[config.mk]
export PLATFORM = sky130hd
export DESIGN_NAME = dwatch_top
export DESIGN_NICKNAME = d
export VERILOG_FILES = /design/src/rtl/dwatch_pkg.sv /design/src/rtl/dwatch_ctrl.sv /design/src/rtl/dwatch_datapath.sv /design/src/rtl/dwatch_top.sv
export SDC_FILE = /design/constraint.sdc
export NUM_CORES = 2
export LEC_CHECK = 0
export ABC_AREA = 0
export ABC_CLOCK_PERIOD_IN_PS = 4000
export BUFFER_PORTS_ARGS = -buffer_cell sky130_fd_sc_hd__buf_2
export CORE_AREA = 2 2 280 282
export DETAILED_ROUTE_END_ITERATION = 16
export DIE_AREA = 0 0 282 284
export PLACE_DENSITY = 0.54
export SLEW_MARGIN = 20
export SYNTH_ARGS = -nofsm -noshare
export SYNTH_HDL_FRONTEND = slang
export SYNTH_HIERARCHICAL = 1
export SYNTH_SLANG_ARGS = --single-unit
export TNS_END_PERCENT = 10
[constraint.sdc]
create_clock -name clk -period 4 [get_ports clk]
set_input_delay 0.6 -clock clk [delete_from_list [all_inputs] [get_ports clk]]
set_output_delay 0.6 -clock clk [all_outputs]
set_load 0.01 [all_outputs]
[src/rtl/dwatch_pkg.sv]
package dwatch_pkg;
  localparam int DW_W = 32;
  localparam int REG_MODE = 0;
  localparam int REG_GLB = 1;
  localparam int REG_XSTAT = 2;
  localparam int REG_XADDR = 3;
  localparam int REG_RANGE_BASE = 4;
  localparam int GLB_EN_BIT = 19;
  localparam int FIELD_BASE = 2;
  localparam int FIELD_STRIDE = 4;
  localparam logic [7:0] WATCH_CAUSE = 8'h0C;

  // strobes from the register block to the exception datapath
  typedef struct packed {
    logic            wrStat;
    logic            wrAddr;
    logic [DW_W-1:0] data;
  } dw_strb_t;
endpackage

[src/rtl/dwatch_ctrl.sv]
module dwatch_ctrl
  import dwatch_pkg::*;
#(
  parameter int NUM_WP = 6,
  parameter int IDX_W = 4
) (
  input  logic                         clk,
  input  logic                         rst,
  input  logic                         regWrEn,
  input  logic [IDX_W-1:0]             regIdx,
  input  logic [DW_W-1:0]              regWrData,
  output logic [DW_W-1:0]              regRdData,
  input  logic [7:0]                   excStat,
  input  logic [DW_W-1:0]              excAddr,
  output logic [NUM_WP-1:0][1:0]       modeQ,
  output logic [NUM_WP-1:0][DW_W-1:0]  startQ,
  output logic [NUM_WP-1:0][DW_W-1:0]  endQ,
  output logic                         globalEn,
  output dw_strb_t                     strb
);
  localparam int TOP_BIT = FIELD_BASE + FIELD_STRIDE * (NUM_WP - 1) + 1;

  initial begin
    if (TOP_BIT >= DW_W) $error("mode fields do not fit the control word");
  end

  always_ff @(posedge clk) begin
    if (rst) begin
      modeQ    <= '0;
      startQ   <= '0;
      endQ     <= '0;
      globalEn <= 1'b0;
    end else if (regWrEn) begin
      if (regIdx == IDX_W'(REG_MODE)) begin
        for (int n = 0; n < NUM_WP; n++)
          modeQ[n] <= regWrData[FIELD_BASE + FIELD_STRIDE*n +: 2];
      end
      if (regIdx == IDX_W'(REG_GLB)) globalEn <= regWrData[GLB_EN_BIT];
      for (int n = 0; n < NUM_WP; n++) begin
        if (regIdx == IDX_W'(REG_RANGE_BASE + 2*n))     startQ[n] <= regWrData;
        if (regIdx == IDX_W'(REG_RANGE_BASE + 2*n + 1)) endQ[n]   <= regWrData;
      end
    end
  end

  always_comb begin
    strb.wrStat = regWrEn && (regIdx == IDX_W'(REG_XSTAT));
    strb.wrAddr = regWrEn && (regIdx == IDX_W'(REG_XADDR));
    strb.data   = regWrData;
  end

  always_comb begin
    regRdData = '0;
    if (regIdx == IDX_W'(REG_MODE)) begin
      for (int n = 0; n < NUM_WP; n++)
        regRdData[FIELD_BASE + FIELD_STRIDE*n +: 2] = modeQ[n];
    end
    if (regIdx == IDX_W'(REG_GLB))   regRdData[GLB_EN_BIT] = globalEn;
    if (regIdx == IDX_W'(REG_XSTAT)) regRdData[15:8] = excStat;
    if (regIdx == IDX_W'(REG_XADDR)) regRdData = excAddr;
    for (int n = 0; n < NUM_WP; n++) begin
      if (regIdx == IDX_W'(REG_RANGE_BASE + 2*n))     regRdData = startQ[n];
      if (regIdx == IDX_W'(REG_RANGE_BASE + 2*n + 1)) regRdData = endQ[n];
    end
  end

  AST_GLB_WRITE: assert property (@(posedge clk) disable iff (rst)
    (regWrEn && regIdx == IDX_W'(REG_GLB)) |=> (globalEn == $past(regWrData[GLB_EN_BIT])));
  AST_MODE_KEEPS_EN: assert property (@(posedge clk) disable iff (rst)
    (regWrEn && regIdx == IDX_W'(REG_MODE)) |=> $stable(globalEn));
endmodule

[src/rtl/dwatch_datapath.sv]
module dwatch_datapath
  import dwatch_pkg::*;
#(
  parameter int NUM_WP = 6,
  parameter int ID_W = 3
) (
  input  logic                         clk,
  input  logic                         rst,
  input  logic                         accValid,
  input  logic                         accWrite,
  input  logic [DW_W-1:0]              accAddr,
  input  logic [NUM_WP-1:0][1:0]       modeQ,
  input  logic [NUM_WP-1:0][DW_W-1:0]  startQ,
  input  logic [NUM_WP-1:0][DW_W-1:0]  endQ,
  input  logic                         globalEn,
  input  dw_strb_t                     strb,
  output logic                         excReq,
  output logic [ID_W-1:0]              excWpId,
  output logic [7:0]                   excStat,
  output logic [DW_W-1:0]              excAddr
);
  logic [NUM_WP-1:0] armHit;
  logic              anyHit;
  logic [ID_W-1:0]   hitId;

  for (genvar n = 0; n < NUM_WP; n++) begin : g_cmp
    logic inRange;
    logic dirOk;
    assign inRange   = (accAddr >= startQ[n]) && (accAddr <= endQ[n]);
    assign dirOk     = accWrite ? modeQ[n][1] : modeQ[n][0];
    assign armHit[n] = accValid && globalEn && inRange && dirOk;
  end

  // lowest index wins: scan downward, last assignment sticks
  always_comb begin
    anyHit = 1'b0;
    hitId  = '0;
    for (int n = NUM_WP - 1; n >= 0; n--) begin
      if (armHit[n]) begin
        anyHit = 1'b1;
        hitId  = ID_W'(n);
      end
    end
  end

  always_ff @(posedge clk) begin
    if (rst) begin
      excReq  <= 1'b0;
      excWpId <= '0;
      excStat <= '0;
      excAddr <= '0;
    end else begin
      excReq <= anyHit;
      if (anyHit) begin
        excWpId <= hitId;
        excStat <= WATCH_CAUSE;
        excAddr <= accAddr;
      end else begin
        if (strb.wrStat) excStat <= strb.data[15:8];
        if (strb.wrAddr) excAddr <= strb.data;
      end
    end
  end

  AST_CAUSE_ON_HIT: assert property (@(posedge clk) disable iff (rst)
    excReq |-> (excStat == WATCH_CAUSE));
  AST_REQ_NEEDS_ACCESS: assert property (@(posedge clk) disable iff (rst)
    excReq |-> ($past(accValid) && $past(globalEn)));
  AST_ADDR_CAPTURE: assert property (@(posedge clk) disable iff (rst)
    excReq |-> (excAddr == $past(accAddr)));
  AST_ID_IN_RANGE: assert property (@(posedge clk) disable iff (rst)
    excReq |-> (excWpId < ID_W'(NUM_WP)));
  AST_STATUS_HOLD: assert property (@(posedge clk) disable iff (rst)
    (!excReq && !$past(strb.wrStat)) |-> $stable(excStat));
endmodule

[src/rtl/dwatch_top.sv]
module dwatch_top
  import dwatch_pkg::*;
#(
  parameter int NUM_WP = 6,
  localparam int IDX_W = $clog2(REG_RANGE_BASE + 2*NUM_WP),
  localparam int ID_W = (NUM_WP > 1) ? $clog2(NUM_WP) : 1
) (
  input  logic             clk,
  input  logic             rst,
  input  logic             regWrEn,
  input  logic [IDX_W-1:0] regIdx,
  input  logic [DW_W-1:0]  regWrData,
  output logic [DW_W-1:0]  regRdData,
  input  logic             accValid,
  input  logic             accWrite,
  input  logic [DW_W-1:0]  accAddr,
  output logic             excReq,
  output logic [ID_W-1:0]  excWpId
);
  logic [NUM_WP-1:0][1:0]      modeQ;
  logic [NUM_WP-1:0][DW_W-1:0] startQ;
  logic [NUM_WP-1:0][DW_W-1:0] endQ;
  logic                        globalEn;
  dw_strb_t                    strb;
  logic [7:0]                  excStat;
  logic [DW_W-1:0]             excAddr;

  dwatch_ctrl #(.NUM_WP(NUM_WP), .IDX_W(IDX_W)) u_ctrl (
    .clk(clk), .rst(rst), .regWrEn(regWrEn), .regIdx(regIdx),
    .regWrData(regWrData), .regRdData(regRdData),
    .excStat(excStat), .excAddr(excAddr),
    .modeQ(modeQ), .startQ(startQ), .endQ(endQ),
    .globalEn(globalEn), .strb(strb)
  );

  dwatch_datapath #(.NUM_WP(NUM_WP), .ID_W(ID_W)) u_dp (
    .clk(clk), .rst(rst), .accValid(accValid), .accWrite(accWrite),
    .accAddr(accAddr), .modeQ(modeQ), .startQ(startQ), .endQ(endQ),
    .globalEn(globalEn), .strb(strb), .excReq(excReq),
    .excWpId(excWpId), .excStat(excStat), .excAddr(excAddr)
  );
endmodule

==> flow_metrics.env <==
export IMPL_outcome="completed"
export IMPL_fmax_mhz=277
export IMPL_grt_pass1_vias=27800
export IMPL_grt_max_degree=107
export IMPL_ys_warn_count=6
export IMPL_dr_pass1_iters=7
export IMPL_start_util_pct=39.8
export IMPL_path_max_fanout=28
export IMPL_finalSetupViolCount=0
export IMPL_synth_edf_count=0
export IMPL_slew_violations=0
export IMPL_synth_seq_cells=441
export IMPL_fp_dieW_um=282
export IMPL_cellPowerDensity_mw_per_mm2=341
export IMPL_num_rows=102
export IMPL_pwr_share_clk_pct=46.5
export IMPL_cts_num_sinks=441
export IMPL_crit_path_start_kind="input pin"
export IMPL_core_mm2=0.0770
export IMPL_avgSynthCellArea_um2=7.58
export IMPL_cts_resized_gates=0
export IMPL_ir_drop_mv=0.322
export IMPL_rr_worst_depth=11
export IMPL_tns_ps=0
export IMPL_final_common_cell="nand2_1"
export IMPL_skew_ps=16.2
export IMPL_port_buffer_count=108
export IMPL_worstMarginPinSlew_ps=1040
export IMPL_clk_root_buffer_cell="clkbuf_16"
export IMPL_final_cell_mix="nand2_1 (915), a21oi_1 (597), dfxtp_1 (441)"
export IMPL_fin_crit_ps=3610
export IMPL_synthFlopType="dfxtp_1"
export IMPL_routed_via_count=29800
export IMPL_min_period_over_period_pct=90.2
export IMPL_holdBufCountCts=0
export IMPL_fp_dieH_um=284
export IMPL_hold_path_class="in -> reg"
export IMPL_antenna_found_initial=1
export IMPL_p_sw_mw=3.37
export IMPL_drt_iter0_drc=3199
export IMPL_grt_pass1_wl_mm=187
export IMPL_drc=0
export IMPL_totalWireLength_mm=128
export IMPL_post_cts_buffers=0
export IMPL_cp_data_required_time_ps=3400
export IMPL_p_comb_share_pct=14.9
export IMPL_place_hpwl_mm=94.6
export IMPL_synth_fp_nets=4500
export IMPL_p_leak_nw=12.0
export IMPL_cts_path_max_buffers=3
export IMPL_wire_per_inst_um=25.0
export IMPL_gr_usage_all_layers_pct=31.2
export IMPL_drv_cap=0
export IMPL_p_int_mw=8.27
export IMPL_floorplan_die_area_mm2=0.0801
export IMPL_rsz0062_at_grt="false"
export IMPL_tritoncts="built"
export IMPL_syn_to_final_growth_pct=11.4
export IMPL_cts_clk_slew_worst_paths_ps=60
export IMPL_antenna_left=0
export IMPL_n_antenna_cell=0
export IMPL_p_sw_share_pct=29.0
export IMPL_end_kind="primary output"
export IMPL_numCtsBuffers=54
export IMPL_power_mw=11.6
export IMPL_async_flop_share_pct=0
export IMPL_syn_inst=4043
export IMPL_fin_util_pct=44.4
export IMPL_drive_gt1_share_pct=11.3
export IMPL_num_nets_final=4497
export IMPL_worstPathArrival_ps=3010
export IMPL_min_path_cells=3
export IMPL_ios=109
export IMPL_hold_viol=0
export IMPL_gr_total_overflow=0
export IMPL_clock_latency_ps=630
export IMPL_whs_ps=356
export IMPL_gp_congestion=0.969
export IMPL_viasPerCell=5.82
export IMPL_htree_levels=2
export IMPL_seq_power_share_pct=38.7
export IMPL_path_class="in -> out"
export IMPL_ys_types=91
export IMPL_ys_seq_area_share_pct=28.8
export IMPL_netlist_area_mm2=0.0307
export IMPL_slew_headroom_pct=30.9
-- stage by stage --
step                      instance area, um2  std cells  worst slack, ps
after floorplan                        30700       4043              866
after global placement                 32200       5024              274
after detailed placement               32200       5024              234
after CTS                              34200       5124              489
after global routing                   34200       5124              307
final                                  34200       5124              393
-- routing by layer --
| metal | wire length [um] | vias to the layer above | global-route usage (%) |
|---|---|---|---|
| li1 | - | 14100 | - |
| met1 | 55100 | 14200 | 42.0 |
| met2 | 58000 | 1255 | 49.9 |
| met3 | 8610 | 285 | 3.56 |
| met4 | 6240 | 2 | 13.9 |
| met5 | 11 | - | 0 |
-- Yosys cell counts, types with 42 or more instances --
| master | instances | share of area (%) |
|---|---|---|
| buf_2 | 89 | 1.5 |
| mux2i_1 | 88 | 2.9 |
| a21o_1 | 42 | 1.0 |
| nor2_1 | 76 | 0.93 |
| clkbuf_1 | 135 | 1.7 |
| ha_1 | 384 | 16 |
| a21oi_1 | 597 | 9.7 |
| o21ai_0 | 145 | 2.4 |
| inv_1 | 384 | 4.7 |
| dfxtp_1 | 441 | 29 |
| nand3_1 | 64 | 1.0 |
| nand2_1 | 915 | 11 |
| buf_4 | 47 | 1.2 |
| nand4_1 | 68 | 1.4 |
-- logic make-up (layout without fill, tap and decap cells) --
group	Yosys count	after routing	share of synthesized area, %
buffers and inverters	693	734	10.0
flip-flops	441	441	28.8
adder cells (fa/ha/maj)	384	384	15.7
AO/OA/AOI/OAI	1139	1139	23.1
multiplexers	132	132	4.82
AND/OR/NAND/NOR	1254	1254	17.6
-- flip-flops by register name, summed over array words and instances (netlist names) --
register,cells
u_ctrl/modeQ,12
u_dp/excStat,8
u_dp/excWpId,3
u_ctrl/globalEn,1
u_ctrl/startQ,192
u_dp/excAddr,32
u_dp/excReq,1
u_ctrl/endQ,192
-- worst max-delay path: stages --
cell	delay [ps]
buf_6	340
nor2b_4	300
buf_4	270
a21oi_1	100
a2bb2oi_1	130
a211o_1	330
a221oi_1	640
buf_2	260
-- power groups by stage --
stage | clock network, mW | registers [mW] | logic [mW]
after floorplan | 0 | 4.58 | 1.01
after global routing | 5.66 | 4.51 | 1.86
final | 5.41 | 4.50 | 1.73
after global placement | 0 | 4.60 | 1.68
after CTS | 5.49 | 4.50 | 1.69
after detailed placement | 0 | 4.60 | 1.68
-- path summary, 6_finish.rpt --
path                     startpoint           endpoint  slack [ps]
setup / recovery          regIdx[1]      regRdData[21]         390
hold / removal           accAddr[0]    u_dp/excAddr[0]         360
setup reg to reg  u_ctrl/startQ[13]   u_dp/excAddr[24]         660
hold reg to reg   u_ctrl/startQ[88]  u_ctrl/startQ[88]         460
-- area by class of cell --
type	instances	area, um2
Clock buffer	74	1580
Multi-Input combinational cell	2909	18900
Inverter	388	1460
Tap cell	1040	1300
Fill cell	7883	42800
Timing Repair Buffer	246	1780
Clock inverter	26	344
Sequential cell	441	8830
Note: power is estimated with default switching activity, not from simulation.
